## config.mk

```make
export PLATFORM = sky130hd
export DESIGN_NAME = dob_date_display
export DESIGN_NICKNAME = d
export VERILOG_FILES = /design/src/rtl/dob_pkg.sv /design/src/rtl/dob_step_counter.sv /design/src/rtl/dob_glyph_decode.sv /design/src/rtl/dob_seg_reg.sv /design/src/rtl/dob_date_display.sv
export SDC_FILE = /design/constraint.sdc
export NUM_CORES = 1
export LEC_CHECK = 0
export ABC_AREA = 1
export BUFFER_PORTS_ARGS = -buffer_cell sky130_fd_sc_hd__buf_2
export CORE_AREA = 8 8 45 47
export DETAILED_ROUTE_END_ITERATION = 16
export DIE_AREA = 0 0 53 55
export PLACE_DENSITY_LB_ADDON = 0.15
export SLEW_MARGIN = 20
export SYNTH_ARGS = -nofsm -noshare
export SYNTH_HDL_FRONTEND = slang
export SYNTH_SLANG_ARGS = --single-unit
```

## constraint.sdc

```tcl
create_clock -name clk -period 2.5 [get_ports clk]
set_clock_uncertainty 0.2 [all_clocks]
set_input_delay 0.125 -clock clk [delete_from_list [all_inputs] [get_ports clk]]
set_output_delay 0.125 -clock clk [all_outputs]
set_load 0.05 [all_outputs]
```

## src/rtl/dob_pkg.sv

```systemverilog
package dob_pkg;

    localparam int STEP_W  = 3;
    localparam int NSTEPS  = 1 << STEP_W;
    localparam int SEG_W   = 7;
    localparam int NDIGITS = 6;

    typedef logic [STEP_W-1:0] step_t;
    typedef logic [SEG_W-1:0]  seg_t;
    typedef logic [NDIGITS-1:0][3:0] digits_t;

    typedef enum logic {CH_DIGIT = 1'b0, CH_DASH = 1'b1} char_kind_t;

    typedef struct packed {
        char_kind_t kind;
        logic [3:0] value;
    } char_t;

    typedef struct packed {
        logic clear;
        logic load;
        logic advance;
    } cnt_ctrl_t;

    localparam seg_t SEG_OFF  = 7'h00;
    localparam seg_t SEG_DASH = 7'h40;

    // Segment pattern for one decimal digit; bit 0 = a ... bit 6 = g.
    function automatic seg_t digit_glyph(input logic [3:0] d);
        seg_t s;
        case (d)
            4'd0:    s = 7'h3F;
            4'd1:    s = 7'h06;
            4'd2:    s = 7'h5B;
            4'd3:    s = 7'h4F;
            4'd4:    s = 7'h66;
            4'd5:    s = 7'h6D;
            4'd6:    s = 7'h7D;
            4'd7:    s = 7'h07;
            4'd8:    s = 7'h7F;
            4'd9:    s = 7'h6F;
            default: s = SEG_OFF;
        endcase
        return s;
    endfunction

    // Character shown at a given step: separators sit at steps 2 and 5.
    function automatic char_t char_at(input int pos, input digits_t dg);
        char_t c;
        int    idx;
        c.kind  = CH_DIGIT;
        c.value = 4'd0;
        if (pos == 2 || pos == 5) begin
            c.kind = CH_DASH;
        end else begin
            idx     = (pos < 2) ? pos : ((pos < 5) ? pos - 1 : pos - 2);
            c.value = dg[idx];
        end
        return c;
    endfunction

    function automatic seg_t render(input char_t c);
        return (c.kind == CH_DASH) ? SEG_DASH : digit_glyph(c.value);
    endfunction

endpackage

```

## src/rtl/dob_step_counter.sv

```systemverilog
module dob_step_counter
    import dob_pkg::*;
(
    input  logic      clk,
    input  cnt_ctrl_t ctrl,
    input  step_t     load_val,
    output step_t     step
);
    step_t step_q;

    always_ff @(posedge clk) begin
        if (ctrl.clear) begin
            step_q <= '0;
        end else if (ctrl.load) begin
            step_q <= load_val;
        end else if (ctrl.advance) begin
            step_q <= step_q + step_t'(1);
        end
    end

    assign step = step_q;
endmodule

```

## src/rtl/dob_glyph_decode.sv

```systemverilog
module dob_glyph_decode
    import dob_pkg::*;
#(
    parameter digits_t DIGITS = '0
) (
    input  step_t step,
    output seg_t  seg
);
    seg_t pattern [NSTEPS];

    for (genvar i = 0; i < NSTEPS; i++) begin : g_step
        localparam seg_t GLYPH = render(char_at(i, DIGITS));
        assign pattern[i] = GLYPH;
    end

    assign seg = pattern[step];
endmodule

```

## src/rtl/dob_seg_reg.sv

```systemverilog
module dob_seg_reg
    import dob_pkg::*;
(
    input  logic clk,
    input  logic clear,
    input  seg_t seg_d,
    output seg_t seg_q
);
    seg_t q;

    always_ff @(posedge clk) begin
        if (clear) begin
            q <= SEG_OFF;
        end else begin
            q <= seg_d;
        end
    end

    assign seg_q = q;
endmodule

```

## src/rtl/dob_date_display.sv

```systemverilog
module dob_date_display
    import dob_pkg::*;
#(
    parameter int MON_TENS = 1,
    parameter int MON_ONES = 0,
    parameter int DAY_TENS = 2,
    parameter int DAY_ONES = 7,
    parameter int YR_TENS  = 8,
    parameter int YR_ONES  = 4
) (
    input  logic       clk,
    input  logic       clr_n,
    input  logic       load_n,
    input  logic [2:0] load_val,
    input  logic       en_par,
    input  logic       en_trk,
    output logic [6:0] seg,
    output logic [2:0] step,
    output logic       carry
);
    localparam digits_t DATE_DIGITS = {
        4'(YR_ONES), 4'(YR_TENS), 4'(DAY_ONES),
        4'(DAY_TENS), 4'(MON_ONES), 4'(MON_TENS)
    };

    cnt_ctrl_t ctrl;
    step_t     step_w;
    seg_t      seg_next;
    seg_t      seg_w;

    always_comb begin
        ctrl.clear   = ~clr_n;
        ctrl.load    = ~load_n;
        ctrl.advance = en_par & en_trk;
    end

    dob_step_counter u_cnt (
        .clk      (clk),
        .ctrl     (ctrl),
        .load_val (load_val),
        .step     (step_w)
    );

    dob_glyph_decode #(.DIGITS(DATE_DIGITS)) u_dec (
        .step (step_w),
        .seg  (seg_next)
    );

    dob_seg_reg u_sreg (
        .clk   (clk),
        .clear (ctrl.clear),
        .seg_d (seg_next),
        .seg_q (seg_w)
    );

    assign step  = step_w;
    assign seg   = seg_w;
    assign carry = en_trk & (step_w == step_t'(NSTEPS - 1));
endmodule

```

==> impl_metrics.ini <==
[run_status]
status = complete, no violations

[worst_setup_path]
critical_path_class = reg2out
arrival_ns = 1.40
critPathCaptureType = output pin
worstPathRequired_ns = 2.17
path_max_fanout = 8
cp-start-kind = flop

[timing]
finalWorstSetupSlack_ns = 0.7740
worst_pin_slew_ns = 0.3484
fin_crit_sh_pct = 69.04
hold_viol_final = 0
rsz0062_at_grt = false
setup_violations = 0
period_needed_ns = 1.726
max_freq_mhz = 579.4
fin_setup_tns_ns = 0
slew_headroom_pct = 76.74
slew_viol_final = 0

[logic_synthesis]
postSynthCellCount = 58
ys_seq_area_share_pct = 40.11
synth_warnings = 0
avgSynthCellArea_um2 = 7.744
syn_nets = 73
synth_area_um2 = 449.2
ys_ff_latch = 9
yosysUniqueCellTypes = 10

[clock_network]
clk_pin_slew_worst_paths_ns = 0.07
clock_latency_ns = 0.26
cts.htree.levels = 1
cts-root-buf = clkbuf_4
clockBufferDepth = 2
post-cts-setup-buffers = 0
numCtsBuffers = 3
cts_tree = yes
cts.sinks = 9

[pwr]
power_per_cell_area_nw_per_um2 = 657.7
power_leakage_nw = 0.3409
ir_worst_vdd_uv = 227.5

[grt]
grtUsageTotal_pct = 7.389
antenna_found_initial = 0
grt_pass1_wl_mm = 1.538
grt_max_degree = 11
gr-total-overflow = 0
grt_pass1_vias = 389

[place]
place_area_um2 = 551.8
io_buffers = 18
dp_hpwl_um = 725
place_congestion = 0.7030
detailedPlace.worstSlack_ns = 0.9944

[floorplan]
rows = 14
core_um2 = 1384
initial_core_util_pct = 32.46
die_h_um = 55
pin_count = 19
dieArea_um2 = 2915
die_w_um = 53

[cells_and_area]
n_antenna_cell = 0
num-nets-final = 97
drive_gt1_share_pct = 28.40
syn_to_final_growth_pct = 33.43
fin_util_pct = 43.31
design_area_um2 = 599.3

[detailed_routing]
drtAntennaViolNets = 0
first_iter_violations = 5
first_pass_iters = 4
wl_um = 932
drc = 0
wl_per_cell_um = 9.608
vias = 401
routed_via_density = 4.134

[flow_run]
drv_cap = 0

[min_path]
worstHoldPathType = in2reg
final timing paths:
check	slack, ns	to	start	cells past startpoint
min reg2reg	0.39	u_cnt.step[0]	u_cnt.step[0]	2
max	0.77	carry	u_cnt.step[0]	5
max reg2reg	0.90	u_cnt.step[0]	u_cnt.step[0]	6
min	0.03	u_cnt.step[2]	load_val[2]	5
state kept, by name, summed over array words and instances (netlist names):
signal	cells
u_cnt.step	3
u_sreg.seg_q	6
kinds of logic after synthesis:
group,count (synthesis),share of synthesized area (%)
and+or+nand+nor,21,18.66
AOI/OAI and AO/OA,12,13.37
buffers and inverters,9,8.357
DFF,9,40.11
adders and majority gates,7,19.50
timing repair:
action | in CTS | in global routing
resized for setup | 0 | 0
hold buffers | 2 | 0
endpoints found under the hold margin | 5 | 0
stage by stage:
| stage | std cells | hold slack (ns) | power [W] |
|---|---|---|---|
| 6_report | 97 | 0.02618 | 0.0003942 |
| 5_1_grt | 97 | 0.04806 | 0.0004246 |
| 4_1_cts | 97 | 0.02856 | 0.0004000 |
| 3_5_place_dp | 91 | 0.2177 | 0.0002833 |
| 3_3_place_gp | 91 | 0.2160 | 0.0002836 |
| 2_1_floorplan | 58 | 0.04547 | 0.0002551 |
metal layers:
layer  up-vias  global-route usage (%)  wire length [um]
met2        18                   11.52               382
met5         -                       0                 0
met3         2                   2.139                72
met1       156                   7.634               458
li1        225                       -                 -
met4         0                   7.759                19
final cells by class:
class,count,area (um2)
clock buffers,3,22.52
well taps,16,20.02
flip-flops and latches,9,180.2
inverters,8,30.03
fillers,157,784.5
clock inverters,1,5.005
multi-input cells,40,231.5
repair buffers,20,110.1
synthesized netlist by cell type, drive strengths merged:
master	instances	area, um2
a21oi	6	30.03
buf	1	7.510
dfxtp	9	180.2
ha	7	87.58
inv	8	30.03
nand2	13	48.80
nor2	6	22.52
o21ai	6	30.03
or2	2	12.51
report_power, final:
part / internal [W] / switching, W
clock: 0.0000590 / 0.0000540
combinational: 0.0000313 / 0.0000822
sequential: 0.000157 / 0.0000109
layout by cell type (no fill, tap or decap):
cell / n
ha_1: 7
a21oi_1: 6
o21ai_0: 6
clkinv_2: 1
dfxtp_1: 9
clkbuf_4: 3
inv_1: 7
dlygate4sd3_1: 2
nor2_1: 6
nand2_1: 13
or2_1: 2
inv_2: 1
buf_2: 18
critical path: stages (launching register included):
cell     delay [ns]
dfxtp_1        0.46
ha_1           0.19
ha_1           0.15
nand2_1        0.06
inv_1          0.04
buf_2          0.25
(Power assumes the default switching activity.)
